**src/rtl/brz_pkg.sv**
```systemverilog
package brz_pkg;

    localparam logic [7:0] OP_JMP_NEAR = 8'hE9;
    localparam logic [7:0] OP_ESCAPE   = 8'h0F;

    typedef enum logic [2:0] {
        ST_IDLE,
        ST_ESCAPED,
        ST_COLLECT,
        ST_RESOLVED,
        ST_PASS
    } state_e;

    typedef enum logic [3:0] {
        CC_ALWAYS,
        CC_EQ,
        CC_NE,
        CC_SGT,
        CC_SGE,
        CC_SLT,
        CC_SLE,
        CC_UGT,
        CC_UGE,
        CC_ULT,
        CC_ULE
    } cond_e;

    typedef struct packed {
        logic  hit;
        cond_e cond;
    } cond_dec_t;

    function automatic cond_dec_t decode_cond(input logic [7:0] b);
        cond_dec_t d;
        d.hit  = 1'b1;
        d.cond = CC_ALWAYS;
        case (b)
            8'h84:   d.cond = CC_EQ;
            8'h85:   d.cond = CC_NE;
            8'h8F:   d.cond = CC_SGT;
            8'h8D:   d.cond = CC_SGE;
            8'h8C:   d.cond = CC_SLT;
            8'h8E:   d.cond = CC_SLE;
            8'h87:   d.cond = CC_UGT;
            8'h83:   d.cond = CC_UGE;
            8'h82:   d.cond = CC_ULT;
            8'h86:   d.cond = CC_ULE;
            default: d.hit  = 1'b0;
        endcase
        return d;
    endfunction

endpackage

```
**src/rtl/brz_cond.sv**
```systemverilog
module brz_cond
    import brz_pkg::*;
(
    input  cond_e cond,
    input  logic  zf,
    input  logic  sf,
    input  logic  of,
    input  logic  cf,
    output logic  ok
);

    logic lt_signed;
    assign lt_signed = sf ^ of;

    always_comb begin
        unique case (cond)
            CC_ALWAYS: ok = 1'b1;
            CC_EQ:     ok = zf;
            CC_NE:     ok = !zf;
            CC_SGT:    ok = !zf && !lt_signed;
            CC_SGE:    ok = !lt_signed;
            CC_SLT:    ok = lt_signed;
            CC_SLE:    ok = zf || lt_signed;
            CC_UGT:    ok = !cf && !zf;
            CC_UGE:    ok = !cf;
            CC_ULT:    ok = cf;
            CC_ULE:    ok = cf || zf;
            default:   ok = 1'b0;
        endcase
    end

endmodule

```
**src/rtl/brz_disp.sv**
```systemverilog
module brz_disp #(
    parameter int DISP_BYTES = 4
) (
    input  logic                    clk,
    input  logic                    rst,
    input  logic                    clear,
    input  logic                    shift_en,
    input  logic [7:0]              byte_in,
    output logic                    at_last,
    output logic [8*DISP_BYTES-1:0] disp_next
);

    localparam int DISP_W = 8 * DISP_BYTES;
    localparam int CNT_W  = $clog2(DISP_BYTES + 1);

    logic [DISP_W-1:0] disp_q;
    logic [CNT_W-1:0]  cnt_q;

    assign at_last = (cnt_q == CNT_W'(DISP_BYTES - 1));

    generate
        if (DISP_BYTES == 1) begin : g_one
            assign disp_next = byte_in;
        end else begin : g_many
            assign disp_next = {byte_in, disp_q[DISP_W-1:8]};
        end
    endgenerate

    always_ff @(posedge clk) begin
        if (rst || clear) begin
            disp_q <= '0;
            cnt_q  <= '0;
        end else if (shift_en) begin
            disp_q <= disp_next;
            cnt_q  <= at_last ? '0 : cnt_q + 1'b1;
        end
    end

endmodule

```
**src/rtl/branch_resolver.sv**
```systemverilog
module branch_resolver
    import brz_pkg::*;
#(
    parameter int ADDR_W     = 32,
    parameter int DISP_BYTES = 4
) (
    input  logic              clk,
    input  logic              rst,
    input  logic              in_valid,
    input  logic [7:0]        in_byte,
    output logic              in_ready,
    input  logic [ADDR_W-1:0] start_ip,
    input  logic              flag_zf,
    input  logic              flag_sf,
    input  logic              flag_of,
    input  logic              flag_cf,
    output logic              res_valid,
    output logic              res_branch,
    output logic              res_taken,
    output logic [ADDR_W-1:0] res_next_ip
);

    localparam int DISP_W    = 8 * DISP_BYTES;
    localparam int LEN_SHORT = 1 + DISP_BYTES;
    localparam int LEN_LONG  = 2 + DISP_BYTES;

    state_e            state_q, state_d;
    cond_e             cond_q;
    logic              esc_q;
    logic              taken_q;
    logic [ADDR_W-1:0] ip_q;
    logic [ADDR_W-1:0] next_q;

    logic              accept;
    logic              disp_last;
    logic [DISP_W-1:0] disp_full;
    logic              cond_ok;
    cond_dec_t         dec;
    logic [ADDR_W-1:0] end_ip;
    logic [ADDR_W-1:0] disp_ext;

    assign accept   = in_valid && in_ready;
    assign dec      = decode_cond(in_byte);
    assign end_ip   = ip_q + (esc_q ? ADDR_W'(LEN_LONG) : ADDR_W'(LEN_SHORT));
    assign disp_ext = ADDR_W'($signed(disp_full));

    brz_disp #(.DISP_BYTES(DISP_BYTES)) u_disp (
        .clk       (clk),
        .rst       (rst),
        .clear     (accept && (state_q == ST_IDLE)),
        .shift_en  (accept && (state_q == ST_COLLECT)),
        .byte_in   (in_byte),
        .at_last   (disp_last),
        .disp_next (disp_full)
    );

    brz_cond u_cond (
        .cond (cond_q),
        .zf   (flag_zf),
        .sf   (flag_sf),
        .of   (flag_of),
        .cf   (flag_cf),
        .ok   (cond_ok)
    );

    // State register
    always_ff @(posedge clk) begin
        if (rst) state_q <= ST_IDLE;
        else     state_q <= state_d;
    end

    // Transitions
    always_comb begin
        state_d = state_q;
        unique case (state_q)
            ST_IDLE: if (accept) begin
                if (in_byte == OP_JMP_NEAR)    state_d = ST_COLLECT;
                else if (in_byte == OP_ESCAPE) state_d = ST_ESCAPED;
                else                           state_d = ST_PASS;
            end
            ST_ESCAPED: if (accept) state_d = dec.hit ? ST_COLLECT : ST_PASS;
            ST_COLLECT: if (accept && disp_last) state_d = ST_RESOLVED;
            ST_RESOLVED: state_d = ST_IDLE;
            ST_PASS:     state_d = ST_IDLE;
            default:     state_d = ST_IDLE;
        endcase
    end

    // Instruction context and result registers
    always_ff @(posedge clk) begin
        if (rst) begin
            ip_q    <= '0;
            next_q  <= '0;
            taken_q <= 1'b0;
            esc_q   <= 1'b0;
            cond_q  <= CC_ALWAYS;
        end else if (accept) begin
            unique case (state_q)
                ST_IDLE: begin
                    ip_q    <= start_ip;
                    next_q  <= start_ip;
                    esc_q   <= (in_byte == OP_ESCAPE);
                    cond_q  <= CC_ALWAYS;
                    taken_q <= 1'b0;
                end
                ST_ESCAPED: cond_q <= dec.cond;
                ST_COLLECT: if (disp_last) begin
                    taken_q <= cond_ok;
                    next_q  <= end_ip + (cond_ok ? disp_ext : '0);
                end
                default: ;
            endcase
        end
    end

    // Outputs
    always_comb begin
        in_ready    = 1'b0;
        res_valid   = 1'b0;
        res_branch  = 1'b0;
        res_taken   = 1'b0;
        res_next_ip = '0;
        unique case (state_q)
            ST_IDLE, ST_ESCAPED, ST_COLLECT: in_ready = 1'b1;
            ST_RESOLVED: begin
                res_valid   = 1'b1;
                res_branch  = 1'b1;
                res_taken   = taken_q;
                res_next_ip = next_q;
            end
            ST_PASS: begin
                res_valid   = 1'b1;
                res_next_ip = next_q;
            end
            default: ;
        endcase
    end

endmodule

```
**config.mk**
```make
export PLATFORM = sky130hd
export DESIGN_NAME = branch_resolver
export DESIGN_NICKNAME = d
export VERILOG_FILES = /design/src/rtl/brz_pkg.sv /design/src/rtl/brz_cond.sv /design/src/rtl/brz_disp.sv /design/src/rtl/branch_resolver.sv
export SDC_FILE = /design/constraint.sdc
export NUM_CORES = 1
export LEC_CHECK = 0
export ABC_CLOCK_PERIOD_IN_PS = 12200
export BUFFER_PORTS_ARGS = -buffer_cell sky130_fd_sc_hd__buf_4
export CAP_MARGIN = 20
export CORE_UTILIZATION = 40
export DETAILED_ROUTE_END_ITERATION = 6
export GPL_ROUTABILITY_DRIVEN = 0
export SYNTH_ARGS = -nofsm -noshare
export SYNTH_HDL_FRONTEND = slang
export SYNTH_SLANG_ARGS = --single-unit
```
**constraint.sdc**
```tcl
create_clock -name clk -period 12.2 [get_ports clk]
set_input_delay 2.44 -clock clk [delete_from_list [all_inputs] [get_ports clk]]
set_output_delay 2.44 -clock clk [all_outputs]
set_load 0.005 [all_outputs]
```
---- Yosys cells after proc, flatten, opt, wreduce, memory -nomap -nowiden ----
Index checks and enable logic that the tools add are counted.
operators by class
  reductions and logical operators ........ 23
  multiplexer cells ....................... 23
  eq/ne operators ......................... 31
  bitwise gates (word level) .............. 1
  add/sub/neg operators ................... 3
operators by type and width
  kind                                            count
  two-way mux 32 bit                              3
  == test 8 bit (second input constant)           11
  case mux 32 bit (2 select lines)                1
  case mux 4 bit (10 select lines)                1
  adder 32 x 3 -> 32 bit                          1
  adder 32 bit                                    1
  two-way mux 3 bit                               7
  == test 4 x 3 -> 1 bit (second input constant)  4
  == test 4 bit (second input constant)           3
  case mux 1 bit (11 select lines)                1
  OR reduction 10 bit                             1
  == test 3 x 2 -> 1 bit (second input constant)  3
  case mux 3 bit (3 select lines)                 1
  == test 4 x 2 -> 1 bit (second input constant)  2
  == test 8 x 4 -> 1 bit (second input constant)  1
  case mux 4 bit (2 select lines)                 1
  logical AND 1 bit                               6
  two-way mux 1 bit                               6
  != test 2 bit (second input constant)           3
  AND reduction 3 bit                             2
  == test 4 x 1 -> 1 bit (second input constant)  1
  zero test 4 bit                                 1
  AND reduction 2 bit                             2
  nonzero test 2 bit                              2
  12 further kinds                                16
word-level totals
  output and inout bits ................... 36
  flip-flop bits (word level) ............. 108
  logic and storage cells ................. 89
  input port bits ......................... 47

---- Longest topological paths before layout ----
Gate-level depths: netlist (run 1).
  depth after elaboration ................. 8
  gate-level depth with buffers ........... 20
  mapped depth without buffers ............ 18

---- Modules after synthesis ----
Synthesis (run 1) repeated with hierarchy kept, for this count alone.
second synthesis, totals
  cells, all modules ...................... 817
  area total of the unflattened synthesis .. 6667.6 um2
modules (own cells, without submodules)
  module           cells each  area each (um2)  sequential area each (um2)  instances
  branch_resolver  698         5455.2           1461.4                      1
  brz_disp         100         1087.3           540.5                       1
  brz_cond         19          125.1            0.0                         1

---- Worst setup path before layout (run 1) ----
OpenSTA, ideal clock, no wires.
  path kind ............................... input -> register
  from .................................... input flag_of
  to ...................................... register next_q[31]
  buffers on the path ..................... 1
  setup time .............................. 0.126 ns
  required time ........................... 12.074 ns
  data arrival time ....................... 6.038 ns
  path slack .............................. 6.036 ns
  stages on the path ...................... 19
  cells stage by stage .................... xor2_1 o21a_1 o21ai_0 o21ai_0 nor2_1 clkbuf_1 nor2b_1 fa_1 ha_1 inv_1 fa_1 nor2b_1 o31a_1 o2111a_1 o311a_1 o21ai_0 a21oi_1 nor4_1 o31ai_1
between the ends
  word-level cells in the longest chain between the ends .. 8
  elaborated cells on any way between the ends .. 9
  those cells by class .................... add/sub (1); mux (4); bitwise (1); reduce/logical (3)
RTL lines
  what                                line                            source
  start, declared                     branch_resolver.sv:15           input logic flag_of,
  bitwise XOR 1 bit *                 brz_cond.sv:13                  assign lt_signed = sf ^ of;
  zero test 1 bit                     brz_cond.sv:20, brz_cond.sv:21
  logical AND 1 bit                   brz_cond.sv:20                  CC_SGT: ok = !zf && !lt_signed;
  case mux 1 bit (11 select lines) *  brz_cond.sv:16                  unique case (cond)
  two-way mux 32 bit *                branch_resolver.sv:109          next_q <= end_ip + (cond_ok ? disp_ext : '0);
  adder 32 bit *                      branch_resolver.sv:109
  two-way mux 32 bit *                branch_resolver.sv:107          ST_COLLECT: if (disp_last) begin
  case mux 32 bit (2 select lines) *  branch_resolver.sv:98           unique case (state_q)
  end signal, assigned                branch_resolver.sv:101          next_q <= start_ip;
  end signal, assigned                branch_resolver.sv:109
  end, declared                       branch_resolver.sv:32           logic [ADDR_W-1:0] next_q;
Every way passes the cells marked *; elsewhere a longest branch is shown, timed or not. The select of a mux whose other input is x is not followed.
A chain may end at the register's enable or synchronous reset.

---- Worst setup path in the final report (run 1) ----
  from .................................... input flag_zf
  to ...................................... register next_q[31]
between the ends
  word-level cells in the longest chain between the ends .. 7
  elaborated cells on any way between the ends .. 10
  those cells by class .................... add/sub (1); mux (4); reduce/logical (5)
RTL lines
  what                                  line                                            source
  start, declared                       branch_resolver.sv:13                           input logic flag_zf,
  zero test 1 bit                       brz_cond.sv:19, brz_cond.sv:20, brz_cond.sv:24
  logical AND 1 bit (on tied branches)  brz_cond.sv:24, brz_cond.sv:20
  case mux 1 bit (11 select lines) *    brz_cond.sv:16
  two-way mux 32 bit *                  branch_resolver.sv:109
  adder 32 bit *                        branch_resolver.sv:109
  two-way mux 32 bit *                  branch_resolver.sv:107
  case mux 32 bit (2 select lines) *    branch_resolver.sv:98
Marked as above.

==> results.py, run 1 <==
metrics = {
    "clock_tree": {
        "cts_root_buf": "clkbuf_16",
        "cts_hold_buffers": 0,
        "cts_buffers": 9,
        "clkTransAtPathRegs_ns": 0.08,
        "insertion_delay_ns": 0.36,
        "clk_path_buf_depth": 2,
        "tritoncts": "yes",
        "clock-sinks": 100,
        "postCtsSetupBuffers": 0,
        "htreeDepth": 3,
        "ctsResizeCount": 0,
    },
    "setup_path": {
        "critical_path_class": "primary input to flip-flop",
        "slowest_stage": "fa_1",
        "cpPeakStageDelay_ns": 0.43,
        "worstPathArrival_ns": 6.44,
        "worst_setup_path_start_kind": "primary input",
        "path_max_fanout": 33,
        "cp-end-kind": "flip-flop",
        "cp_cell_sequence": "buf_4 -> nor2_1 -> a21oi_1 -> o22a_1 -> o221ai_1 -> nor2_2 -> buf_4 -> nor2b_1 -> fa_1 -> ha_1 -> inv_1 -> fa_1 -> nor2b_1 -> o31a_1 -> o2111a_1 -> o311a_1 -> o21ai_0 -> a21oi_1 -> nor4_1 -> o31ai_1",
        "critPathBufInv": 3,
        "cpLargestDelayFamily": "compound AO/OA/AOI/OAI gates",
        "required_ns": 12.44,
    },
    "timing": {
        "worst-slew-pin-transition_ns": 0.937,
        "setup_viol": 0,
        "rsz0062_at_grt": "false",
        "min_period_over_period_pct": 50.8,
        "layout_min_cycle_time_ns": 6.20,
        "skew_ns": 0.00990,
        "hold_viol_final": 0,
        "slew_headroom_pct": 37.3,
        "max_freq_mhz": 161,
        "setup_tns_ns": 0,
        "slew_violations": 0,
    },
    "detailed_routing": {
        "drc": 0,
        "avgViaCountPerCell": 5.41,
        "met1_length_um": 9630,
        "vias": 6201,
        "drt-initial-drc-count": 356,
        "met3_length_um": 772,
        "ant_nets": 0,
        "route.met2.wl_um": 8180,
        "wl_per_cell_um": 16.4,
        "highest_layer": "met4",
        "dr.pass1.iters": 4,
        "drt_wl_total_um": 18800,
    },
    "synthesis": {
        "yosysWarnings": 0,
        "muxShareOfSynthArea_pct": 0.757,
        "synthesis.area_um2": 6610,
        "ys_ff_latch": 100,
        "yosys.area_share.xor_xnor_pct": 2.39,
        "synth_top_family_by_area": "simple AND/OR/NAND/NOR gates",
        "synthAdderAreaFrac_pct": 12.3,
        "syn_inst": 878,
        "synth_nets": 988,
        "synth_compound_area_share_pct": 23.6,
        "synth_edf_count": 0,
        "async_flop_share_pct": 0,
        "ys_types": 61,
        "synth-simple-area-share_pct": 26.8,
        "syn_area_per_cell_um2": 7.53,
        "synthFlopType": "dfxtp_1",
        "synth-seq-area-share_pct": 30.3,
    },
    "layout": {
        "drive_gt1_share_pct": 12.5,
        "diodes": 0,
        "fin_area_um2": 7650,
        "synthToLayoutAreaGrowth_pct": 15.8,
        "nets": 1036,
        "final_cell_mix": "nand2_1 (171), a21oi_1 (119), dfxtp_1 (100)",
        "final_common_cell": "nand2_1",
    },
    "grt": {
        "grt_overflow": 0,
        "grt_pass1_wl_um": 29500,
        "antenna_found_initial": 0,
        "grt_usage_pct": 22.8,
        "grt_pass1_vias": 5527,
        "grt_max_degree": 44,
    },
    "run_status": {
        "status": "finished clean",
    },
    "die": {
        "std_cell_rows": 46,
        "io-pin-count": 83,
        "die_area_um2": 17000,
        "die_h_um": 131,
        "core_area_um2": 16000,
        "fp.dieW_um": 131,
        "start_util_pct": 41.3,
    },
    "min_path": {
        "hp-class": "flip-flop to flip-flop",
    },
    "pwr": {
        "p_leak_uw": 0.00329,
        "ir_drop_v": 0.0000646,
        "power_density_nw_per_um2": 97.4,
        "finalPower_uw": 746,
    },
    "place": {
        "place_area_um2": 7370,
        "dp_hpwl_um": 13700,
        "io_buffers": 82,
    },
    "flow_run": {
        "max_cap_viol_count": 0,
    },
}
==> kinds of logic after synthesis <==
group                    Yosys count
AO/OA/AOI/OAI                    247
XOR/XNOR                          18
adder cells (fa/ha/maj)           63
buffers and inverters             67
flip-flops                       100
multiplexers                       5
AND/OR/NAND/NOR                  378
==> cells in the mapped netlist (10+ instances only) <==
cell type	count	share of area (%)
o221ai_1	19	2.5
clkbuf_1	47	2.7
xnor2_1	11	1.5
dfxtp_1	100	30
nand3_1	13	0.98
o21ai_0	31	2.3
inv_1	14	0.80
a21oi_1	120	9.1
nand2_1	171	9.7
nor2b_1	73	6.9
nor2_1	56	3.2
a21o_1	10	1.1
nor3_1	22	1.7
ha_1	60	11
==> registers in the layout, summed over array words and instances (netlist names) <==
| name | flops |
|---|---|
| cond_q | 4 |
| u_disp.disp_q | 24 |
| taken_q | 1 |
| ip_q | 32 |
| next_q | 32 |
| state_q | 3 |
| u_disp.cnt_q | 3 |
| esc_q | 1 |
==> routing by layer <==
layer	up-vias	GRT usage, %
li1	3193	-
met5	-	0
met1	2846	32.8
met4	0	6.36
met2	147	35.4
met3	15	3.26
==> layout make-up <==
class,count,area (µm²)
clock buffer,9,225
clock inverter,7,58.8
fill,1671,8350
inverter,15,56.3
multi-input combinational,711,4370
sequential,100,2000
tap,216,270
timing repair buffer,89,668
==> per-stage QoR <==
step / setup WS [ns] / cells / util [%] / hold slack [ns]
after floorplan: 6.04 / 878 / - / 0.405
after global placement: 5.75 / 1131 / 46.0 / 0.418
after detailed placement: 5.66 / 1131 / 46.0 / 0.420
after CTS: 6.04 / 1147 / 47.8 / 0.431
after global routing: 5.76 / 1147 / 47.8 / 0.446
final: 6.00 / 1147 / 47.8 / 0.434
==> path summary, 6_finish.rpt <==
| check | startpoint | end | cells after the start | slack, ns |
|---|---|---|---|---|
| worst max-delay path | flag_zf | next_q[31] | 20 | 6.00 |
| worst min-delay path | u_disp.cnt_q[2] | u_disp.cnt_q[2] | 2 | 0.43 |
| worst max register to register | cond_q[1] | next_q[31] | 19 | 7.74 |
| worst min register to register | u_disp.cnt_q[2] | u_disp.cnt_q[2] | 2 | 0.43 |
==> report_power, final <==
group / leakage [µW] / switching [µW] / internal (µW)
clock network: 0.000133 / 140 / 142
logic: 0.00234 / 67.5 / 47.9
registers: 0.000817 / 8.55 / 340
==> tightest hold or removal path: cells and delay by family, from the launching register on <==
family | cells | cell delay, ns
flip-flops | 1 | 0.31
AND/OR/NAND/NOR | 2 | 0.08
(Power assumes the default switching activity.)
==> run 2: changes to the inputs <==
Settings changed: ABC_CLOCK_PERIOD_IN_PS 12200 to 6210.
Clock period 12.2 ns to 6.21 ns, I/O delays scaled along.
==> run 2 against run 1 <==
Via count up 0.69%; register-to-register slack got worse by 6.0 ns; worst setup slack got worse by 4.8 ns; cell count about the same; die area unchanged; flip-flop and latch count unchanged; clock-buffer cell count grew 2; clock power up 100%; global-route usage shrank 0.11 points; combinational power up 97%; highest routed layer unchanged.
==> results.py, run 2 (synthesized netlist as in run 1, its figures left out) <==
metrics = {
    "run_status": {
        "status": "finished clean",
    },
    "detailed_routing": {
        "wl_per_cell_um": 16.5,
        "drt_wl_total_um": 18900,
        "dr.pass1.iters": 6,
        "avgViaCountPerCell": 5.45,
        "drc": 0,
        "drt-initial-drc-count": 455,
        "ant_nets": 0,
        "vias": 6244,
    },
    "layout": {
        "diodes": 0,
        "fillers": 1702,
        "synthToLayoutAreaGrowth_pct": 15.8,
        "nets": 1035,
        "top_regs": "ip_q: 32 flops, next_q: 32 flops, u_disp.disp_q: 24 flops",
        "final_cells": 1146,
        "multiInputGateArea_um2": 4370,
        "regArea_um2": 2000,
        "fin_area_um2": 7650,
        "final_common_cell": "nand2_1",
        "drive_gt1_share_pct": 12.2,
        "final_cell_mix": "nand2_1 (171), a21oi_1 (119), dfxtp_1 (100)",
    },
    "setup_path": {
        "cpLargestDelayFamily": "compound AO/OA/AOI/OAI gates",
        "worst_setup_path_start_kind": "primary input",
        "critPathBufInv": 3,
        "cp-end-kind": "flip-flop",
        "worstPathArrival_ns": 5.25,
        "cpPeakStageDelay_ns": 0.43,
        "path_max_fanout": 33,
        "critical_path_class": "primary input to flip-flop",
        "required_ns": 6.45,
        "worstRegToRegCells": 19,
        "cp_cell_sequence": "buf_4 -> nor2_1 -> a21oi_1 -> o22a_1 -> o221ai_1 -> nor2_2 -> buf_4 -> nor2b_1 -> fa_1 -> ha_1 -> inv_1 -> fa_1 -> nor2b_1 -> o31a_1 -> o2111a_1 -> o311a_1 -> o21ai_0 -> a21oi_1 -> nor4_1 -> o31ai_1",
        "slowest_stage": "fa_1",
        "cp.depth": 20,
    },
    "timing": {
        "min_period_over_period_pct": 80.6,
        "worst-slew-pin-transition_ns": 0.953,
        "setup_viol": 0,
        "layout_min_cycle_time_ns": 5.01,
        "slew_violations": 0,
        "max_freq_mhz": 200,
        "skew_ns": 0.00896,
        "slew_headroom_pct": 36.4,
        "hold_viol_final": 0,
        "rsz0062_at_grt": "false",
        "setup_tns_ns": 0,
        "hold_ws_ns": 0.429,
    },
    "die": {
        "core_area_um2": 16000,
        "fp.dieW_um": 131,
        "die_area_um2": 17000,
        "start_util_pct": 41.3,
        "std_cell_rows": 46,
        "io-pin-count": 83,
        "die_h_um": 131,
    },
    "clock_tree": {
        "cts_hold_buffers": 0,
        "cts_buffers": 9,
        "clk_path_buf_depth": 2,
        "insertion_delay_ns": 0.36,
        "clkTransAtPathRegs_ns": 0.07,
        "cts_root_buf": "clkbuf_16",
        "clock-sinks": 100,
        "tritoncts": "yes",
        "htreeDepth": 3,
        "ctsResizeCount": 0,
        "postCtsSetupBuffers": 0,
    },
    "place": {
        "dp_cells": 1130,
        "place_area_um2": 7360,
        "dp_hpwl_um": 13600,
        "io_buffers": 82,
    },
    "grt": {
        "grt_overflow": 0,
        "grt_usage_pct": 22.7,
        "grt_pass1_wl_um": 29700,
        "grt_max_degree": 74,
        "grt_pass1_vias": 5608,
        "antenna_found_initial": 0,
    },
    "pwr": {
        "power_density_nw_per_um2": 194,
        "ir_drop_v": 0.000129,
        "finalPower_uw": 1480,
        "p_leak_uw": 0.00329,
    },
    "min_path": {
        "hp-class": "flip-flop to flip-flop",
        "whs_path_depth": 2,
    },
    "flow_run": {
        "max_cap_viol_count": 0,
    },
}
run 2: changes by cell type in the layout (fill, tap and decap cells not counted):
cell,previous run,this run
inv_6,4,1
buf_4,89,88
clkinvlp_4,2,3
clkbuf_1,0,2
clkinv_4,1,0
bufinv_16,0,1
run 2: per-stage QoR:
| step | utilization (%) | setup WS, ns |
|---|---|---|
| 6_report | 47.8 | 1.20 |
| 3_5_place_dp | 46.0 | 0.842 |
| 3_3_place_gp | 46.0 | 0.950 |
| 5_1_grt | 47.8 | 0.823 |
| 4_1_cts | 47.8 | 1.22 |
| 2_1_floorplan | - | 1.24 |
run 2: layer usage:
layer,wire [µm],part of all wire [%],track usage (%)
met5,0,0,0
met3,882,4.7,2.85
met4,301,1.6,7.51
met1,9370,49,31.9
met2,8390,44,35.9
run 2: cell type report:
class,count,share of cell area [%]
flip-flops and latches,100,26.2
inverters,15,0.736
clock inverters,5,0.801
clock buffers,11,3.04
repair buffers,88,8.63
well taps,216,3.53
multi-input cells,711,57.1
run 2: tightest hold or removal path, cell delays in order (launching register included):
cell	delay (ns)
dfxtp_1	0.31
nand2_1	0.05
nor2_1	0.03
run 2: worst paths after layout:
check	from	end	slack, ns
setup reg to reg	cond_q[1]	next_q[31]	1.74
setup / recovery	flag_zf	next_q[31]	1.20
hold / removal	u_disp.cnt_q[2]	u_disp.cnt_q[2]	0.43
hold reg to reg	u_disp.cnt_q[2]	u_disp.cnt_q[2]	0.43
run 2: power by group:
group,leakage [µW],total (µW),internal (µW),switching [µW]
Combinational,0.00234,226,93.8,132
Clock,0.000132,573,314,258
Sequential,0.000817,686,669,17.5
==> run 3: changes to the inputs <==
Settings changed: ABC_CLOCK_PERIOD_IN_PS 6210 to 5000.
Clock period 6.21 ns to 5 ns, I/O delays scaled along.
==> run 3 against run 2 <==
Utilization rose by 0.70 points; die area stayed put; worst setup slack worse by 0.85 ns; design area rose by 1.5%; global-route usage grew 0.29 points; hold slack improved by 0.010 ns; highest routed layer unchanged; cell count grew 0.79%; sequential share of layout area fell by 0.38 points; flip-flop and latch count unchanged; first-iteration DRC count decreased by 21%; wire length is 0.48% higher; non-clock buffer count increased by 9.
==> results.py, run 3 (synthesized netlist as in run 1, its figures left out) <==
metrics = {
    "run_status": {
        "status": "finished clean",
    },
    "die": {
        "fp.dieW_um": 131,
        "die_h_um": 131,
        "start_util_pct": 41.3,
        "std_cell_rows": 46,
        "die_area_um2": 17000,
        "core_area_um2": 16000,
        "io-pin-count": 83,
    },
    "timing": {
        "fin_ws_ns": 0.351,
        "setup_tns_ns": 0,
        "rsz0062_at_grt": "false",
        "min_period_over_period_pct": 93.0,
        "slew_violations": 0,
        "layout_min_cycle_time_ns": 4.65,
        "skew_ns": 0.00769,
        "max_freq_mhz": 215,
        "setup_viol": 0,
        "worst-slew-pin-transition_ns": 0.928,
        "slew_headroom_pct": 38.1,
        "hold_viol_final": 0,
    },
    "grt": {
        "grt_max_degree": 73,
        "grt_pass1_vias": 5685,
        "grt_usage_pct": 23.0,
        "grt_overflow": 0,
        "antenna_found_initial": 0,
        "grt_pass1_wl_um": 29900,
    },
    "setup_path": {
        "rrSetupSlack_ns": 0.67,
        "r2r_start": "cond_q[1]",
        "worstRegToRegCells": 17,
        "worstPathArrival_ns": 4.86,
        "crit_path_end": "next_q[26]",
        "critical_path_class": "primary input to flip-flop",
        "worst_setup_path_start_kind": "primary input",
        "path_max_fanout": 12,
        "worstSetupStartpoint": "flag_zf",
        "cp-end-kind": "flip-flop",
        "required_ns": 5.22,
        "timing.rr.end": "next_q[26]",
    },
    "clock_tree": {
        "cts_buffers": 9,
        "cts_root_buf": "clkbuf_16",
        "clk_path_buf_depth": 2,
        "htreeDepth": 3,
        "tritoncts": "yes",
        "ctsResizeCount": 0,
        "cts_hold_buffers": 0,
        "clock-sinks": 100,
        "clkTransAtPathRegs_ns": 0.07,
        "insertion_delay_ns": 0.36,
        "postCtsSetupBuffers": 0,
    },
    "pwr": {
        "power_density_nw_per_um2": 252,
        "clock_power_share_pct": 41.9,
        "ir_drop_v": 0.000165,
        "p_sw_share_pct": 26.5,
        "p_leak_uw": 0.00337,
        "pwr-share-comb_pct": 14.6,
        "p_int_uw": 1440,
        "power_switching_uw": 518,
        "seqPwrFrac_pct": 43.6,
    },
    "layout": {
        "nets": 1044,
        "diodes": 0,
        "synthToLayoutAreaGrowth_pct": 17.5,
        "final_cells": 1155,
        "drive_gt1_share_pct": 13.2,
        "top_regs": "ip_q: 32 flops, next_q: 32 flops, u_disp.disp_q: 24 flops",
        "fin_util_pct": 48.5,
        "final_common_cell": "nand2_1",
        "final_cell_mix": "nand2_1 (171), a21oi_1 (119), dfxtp_1 (100)",
    },
    "detailed_routing": {
        "avgViaCountPerCell": 5.42,
        "vias": 6264,
        "drt-initial-drc-count": 360,
        "drc": 0,
        "drt_wl_total_um": 19000,
        "wl_per_cell_um": 16.5,
        "ant_nets": 0,
        "dr.pass1.iters": 5,
    },
    "flow_run": {
        "max_cap_viol_count": 0,
    },
    "place": {
        "dp_hpwl_um": 14000,
        "dp_cells": 1139,
        "io_buffers": 82,
        "preCtsSetupSlack_ns": 0.0346,
    },
    "min_path": {
        "hp-class": "flip-flop to flip-flop",
    },
}
==> run 3: changes by cell type in the layout (fill, tap and decap cells not counted), sizes merged <==
cell      change
clkinvlp      -3
clkinv        +3
buf           +9
bufinv        +2
clkbuf        -2
==> run 3: power groups by stage <==
stage / Combinational [µW] / Clock [µW] / Sequential (µW)
after global placement: 283 / 0 / 870
final: 285 / 819 / 852
after CTS: 285 / 828 / 852
after floorplan: 185 / 0 / 861
after global routing: 317 / 859 / 856
after detailed placement: 283 / 0 / 871
==> run 3: final cells by class <==
class / instances / area, µm²
tap: 216 / 270
multi-input combinational: 711 / 4370
timing repair buffer: 97 / 728
inverter: 15 / 56.3
clock inverter: 7 / 114
fill: 1657 / 8230
sequential: 100 / 2000
clock buffer: 9 / 225
==> run 3: per-stage QoR <==
step / area (µm²) / total power [µW] / hold WS, ns
6_report: 7770 / 1960 / 0.440
4_1_cts: 7770 / 1970 / 0.432
3_3_place_gp: 7430 / 1150 / 0.415
2_1_floorplan: 6610 / 1050 / 0.405
5_1_grt: 7770 / 2030 / 0.462
3_5_place_dp: 7430 / 1150 / 0.421
==> run 3: critical path: stages <==
cell	delay [ns]
buf_4	0.13
nor2_1	0.18
a21oi_1	0.10
o22a_1	0.20
o221ai_1	0.26
nor2_2	0.14
buf_4	0.19
nor2b_1	0.27
ha_1	0.30
ha_1	0.31
a21o_1	0.18
a21o_1	0.18
a221o_1	0.36
and3_4	0.21
o211a_1	0.26
or3_1	0.35
a21oi_1	0.15
o41ai_1	0.09
==> run 3: worst min-delay path by stage <==
| stage | endpoint | slack (ns) | cells after the start | start |
|---|---|---|---|---|
| floorplan | u_disp.cnt_q[2] | 0.40 | 2 | u_disp.cnt_q[2] |
| global placement | u_disp.cnt_q[2] | 0.41 | 2 | u_disp.cnt_q[2] |
| detailed placement | u_disp.cnt_q[2] | 0.42 | 2 | u_disp.cnt_q[2] |
| CTS | u_disp.cnt_q[2] | 0.43 | 2 | u_disp.cnt_q[2] |
| global route | u_disp.cnt_q[2] | 0.46 | 2 | u_disp.cnt_q[2] |
| finish | u_disp.cnt_q[2] | 0.44 | 2 | u_disp.cnt_q[2] |
==> run 3: routing by layer <==
metal  global-route usage, %  vias to the layer above  wire length, µm
li1                        -                     3207                -
met1                    32.8                     2905             9640
met2                    36.0                      133             8430
met3                    2.93                       19              667
met4                    7.10                        0              303
met5                       0                        -                0
